File: config.mk
export PLATFORM = sky130hd
export DESIGN_NAME = sync_serial_port
export DESIGN_NICKNAME = d
export VERILOG_FILES = /design/src/rtl/ssport_pkg.sv /design/src/rtl/ssport_sync.sv /design/src/rtl/ssport_fifo.sv /design/src/rtl/ssport_tx_eng.sv /design/src/rtl/ssport_rx_eng.sv /design/src/rtl/sync_serial_port.sv
export SDC_FILE = /design/constraint.sdc
export NUM_CORES = 1
export LEC_CHECK = 0
export BUFFER_PORTS_ARGS = -buffer_cell sky130_fd_sc_hd__buf_2
export CAP_MARGIN = 25
export CELL_PAD_IN_SITES_DETAIL_PLACEMENT = 1
export CELL_PAD_IN_SITES_GLOBAL_PLACEMENT = 2
export CORE_MARGIN = 4
export CORE_UTILIZATION = 34
export CTS_CLUSTER_SIZE = 14
export DETAILED_ROUTE_END_ITERATION = 12
export PLACE_DENSITY = 0.65
export SETUP_SLACK_MARGIN = 0.4
export SYNTH_ARGS = -nofsm -noshare
export SYNTH_HDL_FRONTEND = slang
export SYNTH_SLANG_ARGS = --single-unit
File: constraint.sdc
create_clock -name clk -period 3.85 [get_ports clk]
set_input_delay 0.1925 -clock clk [delete_from_list [all_inputs] [get_ports clk]]
set_output_delay 0.1925 -clock clk [all_outputs]
set_load 0.01 [all_outputs]
File: src/rtl/ssport_pkg.sv
package ssport_pkg;

   // control/status bit positions (software visible)
   localparam int CTL_RST      = 0;
   localparam int CTL_EN       = 1;
   localparam int CTL_TXTH_LSB = 2;
   localparam int CTL_RXTH_LSB = 5;
   localparam int ST_TXLVL_LSB = 8;
   localparam int ST_RXLVL_LSB = 11;
   localparam int ST_OVR       = 14;
   localparam int ST_UDF       = 15;
   localparam int LVL_W        = 3;
   localparam int CTL_W        = 16;

   typedef struct packed {
      logic             en;
      logic [LVL_W-1:0] tx_th;
      logic [LVL_W-1:0] rx_th;
   } ssport_cfg_t;

endpackage

File: src/rtl/ssport_sync.sv
module ssport_sync #(
   parameter int N      = 1,
   parameter int STAGES = 2
) (
   input  logic         clk,
   input  logic         rst_n,
   input  logic         clk_async,
   input  logic [N-1:0] dat_async,
   output logic         clk_rise,
   output logic [N-1:0] dat_q
);
   logic [N:0] stg [STAGES];
   logic       prev;

   always_ff @(posedge clk or negedge rst_n) begin
      if (!rst_n) begin
         for (int i = 0; i < STAGES; i++) stg[i] <= '0;
         prev <= 1'b0;
      end else begin
         stg[0] <= {dat_async, clk_async};
         for (int i = 1; i < STAGES; i++) stg[i] <= stg[i-1];
         prev <= stg[STAGES-1][0];
      end
   end

   assign clk_rise = stg[STAGES-1][0] & ~prev;
   assign dat_q    = stg[STAGES-1][N:1];
endmodule

File: src/rtl/ssport_fifo.sv
module ssport_fifo #(
   parameter int W     = 16,
   parameter int DEPTH = 4,
   parameter int LW    = 3
) (
   input  logic          clk,
   input  logic          rst_n,
   input  logic          clr,
   input  logic          push,
   input  logic [W-1:0]  din,
   input  logic          pop,
   output logic [W-1:0]  dout,
   output logic [LW-1:0] level,
   output logic          full,
   output logic          empty
);
   localparam int PW = (DEPTH > 1) ? $clog2(DEPTH) : 1;

   logic [W-1:0]  mem [DEPTH];
   logic [PW-1:0] wp, rp;
   logic          do_push, do_pop;

   function automatic logic [PW-1:0] nxt(input logic [PW-1:0] p);
      return (p == PW'(DEPTH-1)) ? '0 : p + 1'b1;
   endfunction

   assign full    = (level == LW'(DEPTH));
   assign empty   = (level == '0);
   assign do_push = push && !full;
   assign do_pop  = pop && !empty;
   assign dout    = mem[rp];

   always_ff @(posedge clk) begin
      if (do_push) mem[wp] <= din;
   end

   always_ff @(posedge clk or negedge rst_n) begin
      if (!rst_n) begin
         wp <= '0; rp <= '0; level <= '0;
      end else if (clr) begin
         wp <= '0; rp <= '0; level <= '0;
      end else begin
         if (do_push) wp <= nxt(wp);
         if (do_pop)  rp <= nxt(rp);
         case ({do_push, do_pop})
            2'b10:   level <= level + 1'b1;
            2'b01:   level <= level - 1'b1;
            default: level <= level;
         endcase
      end
   end
endmodule

File: src/rtl/ssport_tx_eng.sv
module ssport_tx_eng #(
   parameter int W = 16
) (
   input  logic         clk,
   input  logic         rst_n,
   input  logic         clr,
   input  logic         en,
   input  logic         bit_rise,
   input  logic         fs,
   input  logic         q_empty,
   input  logic [W-1:0] q_data,
   output logic         q_pop,
   output logic         underflow,
   output logic         dout
);
   localparam int CW = $clog2(W + 1);

   logic [W-1:0]  sr;
   logic [CW-1:0] cnt;
   logic          start;

   assign start     = bit_rise && (cnt == '0) && en && fs && !clr;
   assign q_pop     = start && !q_empty;
   assign underflow = start && q_empty;

   always_ff @(posedge clk or negedge rst_n) begin
      if (!rst_n) begin
         sr <= '0; cnt <= '0; dout <= 1'b0;
      end else if (clr) begin
         sr <= '0; cnt <= '0; dout <= 1'b0;
      end else if (bit_rise) begin
         if (cnt == '0) begin
            if (start) begin
               sr  <= q_empty ? '0 : q_data;
               cnt <= CW'(W);
            end
         end else begin
            dout <= sr[W-1];
            sr   <= {sr[W-2:0], 1'b0};
            cnt  <= cnt - 1'b1;
         end
      end
   end
endmodule

File: src/rtl/ssport_rx_eng.sv
module ssport_rx_eng #(
   parameter int W = 16
) (
   input  logic         clk,
   input  logic         rst_n,
   input  logic         clr,
   input  logic         en,
   input  logic         bit_rise,
   input  logic         fs,
   input  logic         din,
   output logic         word_valid,
   output logic [W-1:0] word
);
   localparam int CW = $clog2(W + 1);

   logic [W-1:0]  sr;
   logic [CW-1:0] cnt;

   assign word_valid = bit_rise && (cnt == CW'(1)) && !clr;
   assign word       = {sr[W-2:0], din};

   always_ff @(posedge clk or negedge rst_n) begin
      if (!rst_n) begin
         sr <= '0; cnt <= '0;
      end else if (clr) begin
         sr <= '0; cnt <= '0;
      end else if (bit_rise) begin
         if (cnt == '0) begin
            if (en && fs) cnt <= CW'(W);
         end else begin
            sr  <= {sr[W-2:0], din};
            cnt <= cnt - 1'b1;
         end
      end
   end
endmodule

File: src/rtl/sync_serial_port.sv
module sync_serial_port
   import ssport_pkg::*;
#(
   parameter int              WORD_W      = 16,
   parameter int              FIFO_DEPTH  = 4,
   parameter int              SYNC_STAGES = 2,
   parameter int              ADDR_W      = 16,
   parameter logic [ADDR_W-1:0] DATA_ADDR = 16'hFFF0,
   parameter logic [ADDR_W-1:0] CTRL_ADDR = 16'hFFF1
) (
   input  logic              clk,
   input  logic              rst_n,
   input  logic [ADDR_W-1:0] bus_addr,
   input  logic              bus_wr,
   input  logic              bus_rd,
   input  logic [WORD_W-1:0] bus_wdata,
   output logic [WORD_W-1:0] bus_rdata,
   input  logic              tx_clk_in,
   input  logic              tx_fs_in,
   output logic              tx_dout,
   input  logic              rx_clk_in,
   input  logic              rx_fs_in,
   input  logic              rx_din,
   output logic              tx_irq,
   output logic              rx_irq
);
   localparam int LW = $clog2(FIFO_DEPTH + 1);

   generate
      if (WORD_W < CTL_W) begin : g_bad_width
         $error("sync_serial_port: WORD_W must be at least 16");
      end
      if (FIFO_DEPTH < 2 || FIFO_DEPTH > 7) begin : g_bad_depth
         $error("sync_serial_port: FIFO_DEPTH must lie in 2..7");
      end
      if (SYNC_STAGES < 2) begin : g_bad_sync
         $error("sync_serial_port: SYNC_STAGES must be at least 2");
      end
   endgenerate

   // bus decode
   logic sel_data, sel_ctl, ctl_wr, port_clr;
   logic tx_push, rx_pop;
   assign sel_data = (bus_addr == DATA_ADDR);
   assign sel_ctl  = (bus_addr == CTRL_ADDR);
   assign ctl_wr   = bus_wr && sel_ctl;
   assign port_clr = ctl_wr && bus_wdata[CTL_RST];
   assign tx_push  = bus_wr && sel_data;
   assign rx_pop   = bus_rd && sel_data;

   // input synchronizers
   logic tx_rise, rx_rise;
   logic tx_fs_q;
   logic [1:0] rx_q;

   ssport_sync #(.N(1), .STAGES(SYNC_STAGES)) u_tx_sync (
      .clk(clk), .rst_n(rst_n), .clk_async(tx_clk_in), .dat_async(tx_fs_in),
      .clk_rise(tx_rise), .dat_q(tx_fs_q));

   ssport_sync #(.N(2), .STAGES(SYNC_STAGES)) u_rx_sync (
      .clk(clk), .rst_n(rst_n), .clk_async(rx_clk_in), .dat_async({rx_din, rx_fs_in}),
      .clk_rise(rx_rise), .dat_q(rx_q));

   // configuration and sticky flags
   ssport_cfg_t cfg;
   logic        ovr, udf;

   // queues and engines
   logic [WORD_W-1:0] tx_head, rx_head, rx_word;
   logic [LW-1:0]     tx_lvl, rx_lvl;
   logic              tx_full, tx_empty, rx_full, rx_empty;
   logic              tx_pop, tx_under, rx_valid;

   ssport_fifo #(.W(WORD_W), .DEPTH(FIFO_DEPTH), .LW(LW)) u_txq (
      .clk(clk), .rst_n(rst_n), .clr(port_clr), .push(tx_push), .din(bus_wdata),
      .pop(tx_pop), .dout(tx_head), .level(tx_lvl), .full(tx_full), .empty(tx_empty));

   ssport_fifo #(.W(WORD_W), .DEPTH(FIFO_DEPTH), .LW(LW)) u_rxq (
      .clk(clk), .rst_n(rst_n), .clr(port_clr), .push(rx_valid), .din(rx_word),
      .pop(rx_pop), .dout(rx_head), .level(rx_lvl), .full(rx_full), .empty(rx_empty));

   ssport_tx_eng #(.W(WORD_W)) u_tx (
      .clk(clk), .rst_n(rst_n), .clr(port_clr), .en(cfg.en), .bit_rise(tx_rise),
      .fs(tx_fs_q), .q_empty(tx_empty), .q_data(tx_head), .q_pop(tx_pop),
      .underflow(tx_under), .dout(tx_dout));

   ssport_rx_eng #(.W(WORD_W)) u_rx (
      .clk(clk), .rst_n(rst_n), .clr(port_clr), .en(cfg.en), .bit_rise(rx_rise),
      .fs(rx_q[0]), .din(rx_q[1]), .word_valid(rx_valid), .word(rx_word));

   always_ff @(posedge clk or negedge rst_n) begin
      if (!rst_n) begin
         cfg.en    <= 1'b0;
         cfg.tx_th <= '0;
         cfg.rx_th <= LVL_W'(1);
         ovr       <= 1'b0;
         udf       <= 1'b0;
      end else begin
         if (ctl_wr) begin
            cfg.en    <= bus_wdata[CTL_EN];
            cfg.tx_th <= bus_wdata[CTL_TXTH_LSB +: LVL_W];
            cfg.rx_th <= bus_wdata[CTL_RXTH_LSB +: LVL_W];
         end
         if (rx_valid && rx_full)               ovr <= 1'b1;
         else if (ctl_wr && bus_wdata[ST_OVR])  ovr <= 1'b0;
         if (tx_under)                          udf <= 1'b1;
         else if (ctl_wr && bus_wdata[ST_UDF])  udf <= 1'b0;
      end
   end

   // status view
   logic [LVL_W-1:0] tx_lvl_s, rx_lvl_s;
   logic [CTL_W-1:0] st;
   assign tx_lvl_s = LVL_W'(tx_lvl);
   assign rx_lvl_s = LVL_W'(rx_lvl);

   always_comb begin
      st                             = '0;
      st[CTL_EN]                     = cfg.en;
      st[CTL_TXTH_LSB +: LVL_W]      = cfg.tx_th;
      st[CTL_RXTH_LSB +: LVL_W]      = cfg.rx_th;
      st[ST_TXLVL_LSB +: LVL_W]      = tx_lvl_s;
      st[ST_RXLVL_LSB +: LVL_W]      = rx_lvl_s;
      st[ST_OVR]                     = ovr;
      st[ST_UDF]                     = udf;
   end

   assign bus_rdata = sel_data ? rx_head : (sel_ctl ? WORD_W'(st) : '0);
   assign tx_irq    = (tx_lvl_s <= cfg.tx_th);
   assign rx_irq    = (rx_lvl_s >= cfg.rx_th);
endmodule

======== Yosys cells after proc, flatten, opt, wreduce, memory -nomap -nowiden ========
Memory sizes are Yosys's and may differ from the RTL's.
Cells that the tools add are included.
cells by class
  add/sub/neg operators ................... 10
  mux-type cells .......................... 45
  shifts and indexed selects .............. 0
  equality and inequality tests ........... 17
  div/mod/pow operators ................... 0
  reductions and logical operators ........ 43
  $lt $le $gt $ge ......................... 2
  multipliers ............................. 0
  bitwise logic cells ..................... 4
operators by type and width
  kind                    number
  $mux W16                7
  $mux W15                3
  $mux W5                 8
  $eq A16 B16 Y1 const B  2
  $mux W2                 12
  $logic_and A1 B1 Y1     20
  $reduce_bool A2 Y1      8
  $eq A2 B2 Y1 const B    6
  $pmux W3 S2             2
  $mux W1                 11
  $logic_not A5 Y1        2
  $sub A5 B1 Y5 const B   2
  $add A2 B1 Y2 const B   4
  $reduce_and A2 Y1       4
  $add A3 B1 Y3 const B   2
  $eq A3 B3 Y1 const B    2
  $logic_not A3 Y1        2
  $mux W3                 2
  $reduce_bool A3 Y1      2
  $sub A3 B1 Y3 const B   2
  $eq A5 B1 Y1 const B    1
  $logic_not A1 Y1        5
  $eq A2 B1 Y1 const B    2
  $ne A2 B1 Y1 const B    2
  6 further kinds         8
storage, ports and cells
  output and inout port bits .............. 19
  memory bits (writable) .................. 128
  memory bits (read-only) ................. 0
  memories kept ........................... 2
  register bits after elaboration ......... 77
  logic and storage cells ................. 145
  latch bits .............................. 0
  input port bits ......................... 41
memory list
  memory     words  width  rd ports  clocked after memory_dff  write ports  RTL line           source
  u_rxq.mem  4      16     1         0                         1            ssport_fifo.sv:19  logic [W-1:0] mem [DEPTH];
  u_txq.mem  4      16     1         0                         1            ssport_fifo.sv:19

======== Logic depth before layout (Yosys ltp) ========
  depth after elaboration ................. 11
  mapped depth ............................ 11
  mapped depth without buffers ............ 10

======== Modules after synthesis ========
From an unflattened synthesis, not the netlist that was laid out.
unflattened totals
  cell total of the unflattened synthesis .. 577
  area, all modules ....................... 9,087.5 µm²
modules (own cells, without submodules)
  module                   cells an instance  area each (µm²)  instances  seq. area each (µm²)
  ssport_fifo (u_rxq)      150                2,911.5          1          2,097.0
  ssport_fifo (u_txq)      147                2,862.7          1          2,097.0
  ssport_tx_eng            126                1,295.0          1          550.5
  ssport_rx_eng            70                 918.4            1          500.5
  sync_serial_port         68                 757.0            1          226.5
  ssport_sync (u_rx_sync)  10                 203.9            1          175.2
  ssport_sync (u_tx_sync)  6                  138.9            1          125.1

======== Least setup slack after synthesis ========
OpenSTA, ideal clock, no wires.
  kind .................................... input port to flip-flop
  start point ............................. in bus_addr[1]
  end point ............................... reg u_txq.level[2]
  cell stages on the path ................. 11
  data required time ...................... 3.767 ns
  path slack .............................. 0.723 ns
  arrival time ............................ 3.044 ns
  buffers on the path ..................... 2
  library setup time ...................... 0.083 ns
  cells stage by stage .................... or4b_1 -> or4_4 -> buf_6 -> nor2_1 -> clkbuf_1 -> nor3_1 -> fa_1 -> or2_2 -> a211oi_1 -> a31oi_1 -> o21ai_0
on the way
  cells in the longest elaborated chain, start to end .. 10
RTL lines
  item                                                 RTL line                source
  start: declaration                                   sync_serial_port.sv:13  input logic [ADDR_W-1:0] bus_addr,
  $eq A16 B16 Y1                                       sync_serial_port.sv:45  assign sel_ctl = (bus_addr == CTRL_ADDR);
  $logic_and A1 B1 Y1                                  sync_serial_port.sv:46  assign ctl_wr = bus_wr && sel_ctl;
  $logic_and A1 B1 Y1                                  sync_serial_port.sv:47  assign port_clr = ctl_wr && bus_wdata[CTL_RST];
  $logic_not A1 Y1                                     ssport_tx_eng.sv:22     assign start = bit_rise && (cnt == '0) && en && fs && !clr;
  $logic_and A1 B1 Y1                                  ssport_tx_eng.sv:22
  $logic_and A1 B1 Y1                                  ssport_tx_eng.sv:23     assign q_pop = start && !q_empty;
  $logic_and A1 B1 Y1                                  ssport_fifo.sv:30       assign do_pop = pop && !empty;
  $eq A2 B1 Y1 / $eq A2 B2 Y1 (equally long branches)  ssport_fifo.sv:45       case ({do_push, do_pop})
  $pmux W3 S2                                          ssport_fifo.sv:45
  $mux W3                                              ssport_fifo.sv:40       end else if (clr) begin
  end signal: assignment                               ssport_fifo.sv:46       2'b10: level <= level + 1'b1;
  end signal: assignment                               ssport_fifo.sv:47       2'b01: level <= level - 1'b1;
  end signal: assignment                               ssport_fifo.sv:48       default: level <= level;
  end: declaration                                     ssport_fifo.sv:13       output logic [LW-1:0] level,
Parallel ways exist; a longest one is shown, timed or not.
A chain may end at the register's enable or synchronous reset.

======== Worst setup path after layout ========
  start point ............................. reg u_tx.cnt[0]
  end point ............................... reg u_txq.level[1]
on the way
  cells in the longest elaborated chain, start to end .. 10
RTL lines
  item                                                 RTL line             source
  start: declaration                                   ssport_tx_eng.sv:19  logic [CW-1:0] cnt;
  start signal: assignment                             ssport_tx_eng.sv:35  cnt <= CW'(W);
  start signal: assignment                             ssport_tx_eng.sv:40  cnt <= cnt - 1'b1;
  $logic_not A5 Y1 *                                   ssport_tx_eng.sv:22
  $logic_and A1 B1 Y1 * (4 in a row)                   ssport_tx_eng.sv:22
  $logic_and A1 B1 Y1 *                                ssport_tx_eng.sv:23
  $logic_and A1 B1 Y1 *                                ssport_fifo.sv:30
  $eq A2 B1 Y1 / $eq A2 B2 Y1 (equally long branches)  ssport_fifo.sv:45
  $pmux W3 S2                                          ssport_fifo.sv:45
  $mux W3                                              ssport_fifo.sv:40
Every way passes the cells marked *; elsewhere a longest branch is shown, timed or not.

==> metrics.cfg <==
[critical_path]
cp_max_fo=10
worstRegToRegCells=9
path_class=reg -> reg
reg2reg_from=u_tx.cnt[0]
cp.required_ps=4240
r2r-end=u_txq.level[1]
worstPathArrival_ps=3530
crit_path_start=u_tx.cnt[0]
rrSetupSlack_ps=710
worst_setup_path_start_kind=flip-flop
cp-end-kind=flip-flop

[run]
maxCapViolations=0

[power]
leakage_nw=3.91
intPower_mw=4.09
ir_worst_vdd_mv=0.303
pwr-share-clk_pct=35.0
switching_share_pct=27.2
p_per_area_mw_per_mm2=548
combPwrFrac_pct=12.8
p_seq_share_pct=52.2
p_sw_mw=1.53

[floorplanning]
die_w_um=168
core_area_mm2=0.0251
initial_utilization_pct=34.5
io_pins=60
die_area_mm2=0.0281
rows=58
fp.dieH_um=168

[synth]
syn_nets=665
synth_area_mm2=0.00867
synth_area_leaders=edfxtp_1, dfrtp_1, mux4_2
syn_inst=601
syn_avg_cell_area_um2=14.4
async_flop_share_pct=37.6
synth_top_area_share_pct=44.3
yosysMostFrequentCell=edfxtp_1
synth-seq-cells=205
ys_seq_area_share_pct=66.5
ys_top_cells_by_count=edfxtp_1, dfrtp_1, nand2_1
synthFlopType=edfxtp_1
synth_edf_count=128
ys_warn_count=0
yosysTopAreaCell=edfxtp_1
synthDistinctLibCells=51

[cts]
clock_path_buffers=3
clock-sinks=205
numCtsBuffers=23
clock-root-buffer=clkbuf_16
clk_pin_slew_worst_paths_ps=60
h-tree-depth=1
cts_tree=done
post_cts_buffers=0
clk_latency_ps=500

[sta]
finalCritPeriodShare_pct=81.6
relSlewSlack_pct=34.1
finalClockSkew_ps=9.13
rsz0062_at_grt=no
maxSlewViolCount=0
fmax_mhz=318
worst_slew_pin_slew_ps=988
period_needed_ps=3140
finalSetupTns_ps=0
hold_viol=0
setup_violations=0

[routing]
ant_nets=0
vias=5328
firstDrtPassIters=5
wirelength_um=21700
via_per_inst=5.17
drc=0
drtIter0Drc=302
avgRoutedWirePerCell_um=21.1

[finish]
syn_to_final_growth_pct=18.2
fillers=2628
fin_nets=749
drive_above_1_share_pct=21.0
fin_util_pct=40.8
antenna_cells=0

[placed_design]
dp_hpwl_um=14100
place_congestion=0.759
portBuffers=59

[min_path]
min_path_type=in -> reg
hp-start=bus_rd
holdPathStages=5
whs_endpoint=u_rxq.rp[1]

[grt]
grt_pass1_wl_um=34800
grt_pass1_vias=6015
antenna_found_initial=0
grt_usage_pct=15.6
grt_overflow_total=0
grt_max_degree=54

[status]
status=completed

## final cells by class
cell class                 count  area (um^2)  share of cell area, %
clock inverter                 9         45.0                  0.439
sequential                   205         5770                   56.3
clock buffer                  32          619                   6.04
inverter                      16         60.1                  0.586
timing repair buffer          92          608                   5.93
multi-input combinational    347         2730                   26.7
tap                          330          413                   4.03
## worst max-delay path, stage by stage (launching register included)
cell,delay (ps)
dfrtp_1,410
inv_1,90
ha_1,200
or4b_2,650
or3_1,560
nor3_1,270
fa_1,460
o2111ai_1,90
o31ai_1,110
a31o_1,190
## per-layer routing
layer	track usage, %	wire length [um]
met4	3.42	454
met5	0	0
met1	20.5	9310
met3	2.22	847
met2	27.5	11100
## sequential cells by signal (all words and copies together) (netlist names), 3 cells and up
register and cells:
u_rxq.level 3, u_txq.level 3, u_tx_sync.stg 3, u_tx.cnt 5, u_rx_sync.stg 4, u_txq.mem 64, u_rx.cnt 5, cfg 7
u_tx.sr 16, u_rx.sr 15, u_rxq.mem 64
## logic make-up after synthesis
| kind of cell | count (synthesis) | synth area share, % |
|---|---|---|
| AO/OA/AOI/OAI | 105 | 7.44 |
| XOR/XNOR | 4 | 0.404 |
| adder cells (fa/ha/maj) | 23 | 3.49 |
| buffers and inverters | 49 | 2.25 |
| flip-flops | 205 | 66.5 |
| multiplexers | 56 | 11.1 |
| AND/OR/NAND/NOR | 159 | 8.74 |
## power groups by stage
stage	registers [mW]	logic, mW	clock network, mW
2_1_floorplan	2.88	0.472	0
3_3_place_gp	2.94	0.655	0
3_5_place_dp	2.98	0.707	0
4_1_cts	2.94	0.728	2.03
5_1_grt	2.97	0.830	2.14
6_report	2.93	0.722	1.97
## stage by stage
| step | setup WS, ps | cell area, um^2 | hold slack (ps) | std cells | power (mW) |
|---|---|---|---|---|---|
| final | 710 | 10300 | 160 | 1031 | 5.62 |
| after global placement | 826 | 9350 | 305 | 967 | 3.60 |
| after floorplan | 723 | 8670 | -103 | 601 | 3.35 |
| after CTS | 720 | 10200 | 148 | 1030 | 5.69 |
| after global routing | 579 | 10300 | 209 | 1031 | 5.94 |
| after detailed placement | 685 | 9350 | 306 | 967 | 3.68 |
## timing repair
item | 4_1_cts | 5_1_grt
endpoints found under the hold margin | 127 | 0
resized for setup | 0 | 0
hold buffers | 22 | 0
## how the worst max path moves through the flow
stage / endpoint
floorplan: u_txq.level[2]
global placement: u_txq.level[2]
detailed placement: u_txq.level[2]
CTS: u_txq.level[1]
global route: u_txq.level[1]
finish: u_txq.level[1]
## cell usage in the layout, fill, tap and decap left out, types with 22 or more instances in the layout
cell type / netlist / layout
edfxtp_1: 128 / 128
dfrtp_1: 76 / 76
nand2_1: 70 / 70
buf_2: 3 / 58
nor2_1: 36 / 35
o21ai_0: 35 / 35
mux4_2: 32 / 32
a21oi_1: 31 / 28
clkbuf_16: 0 / 23
dlygate4sd3_1: 0 / 22
Note: power is estimated with default switching activity, not from simulation.
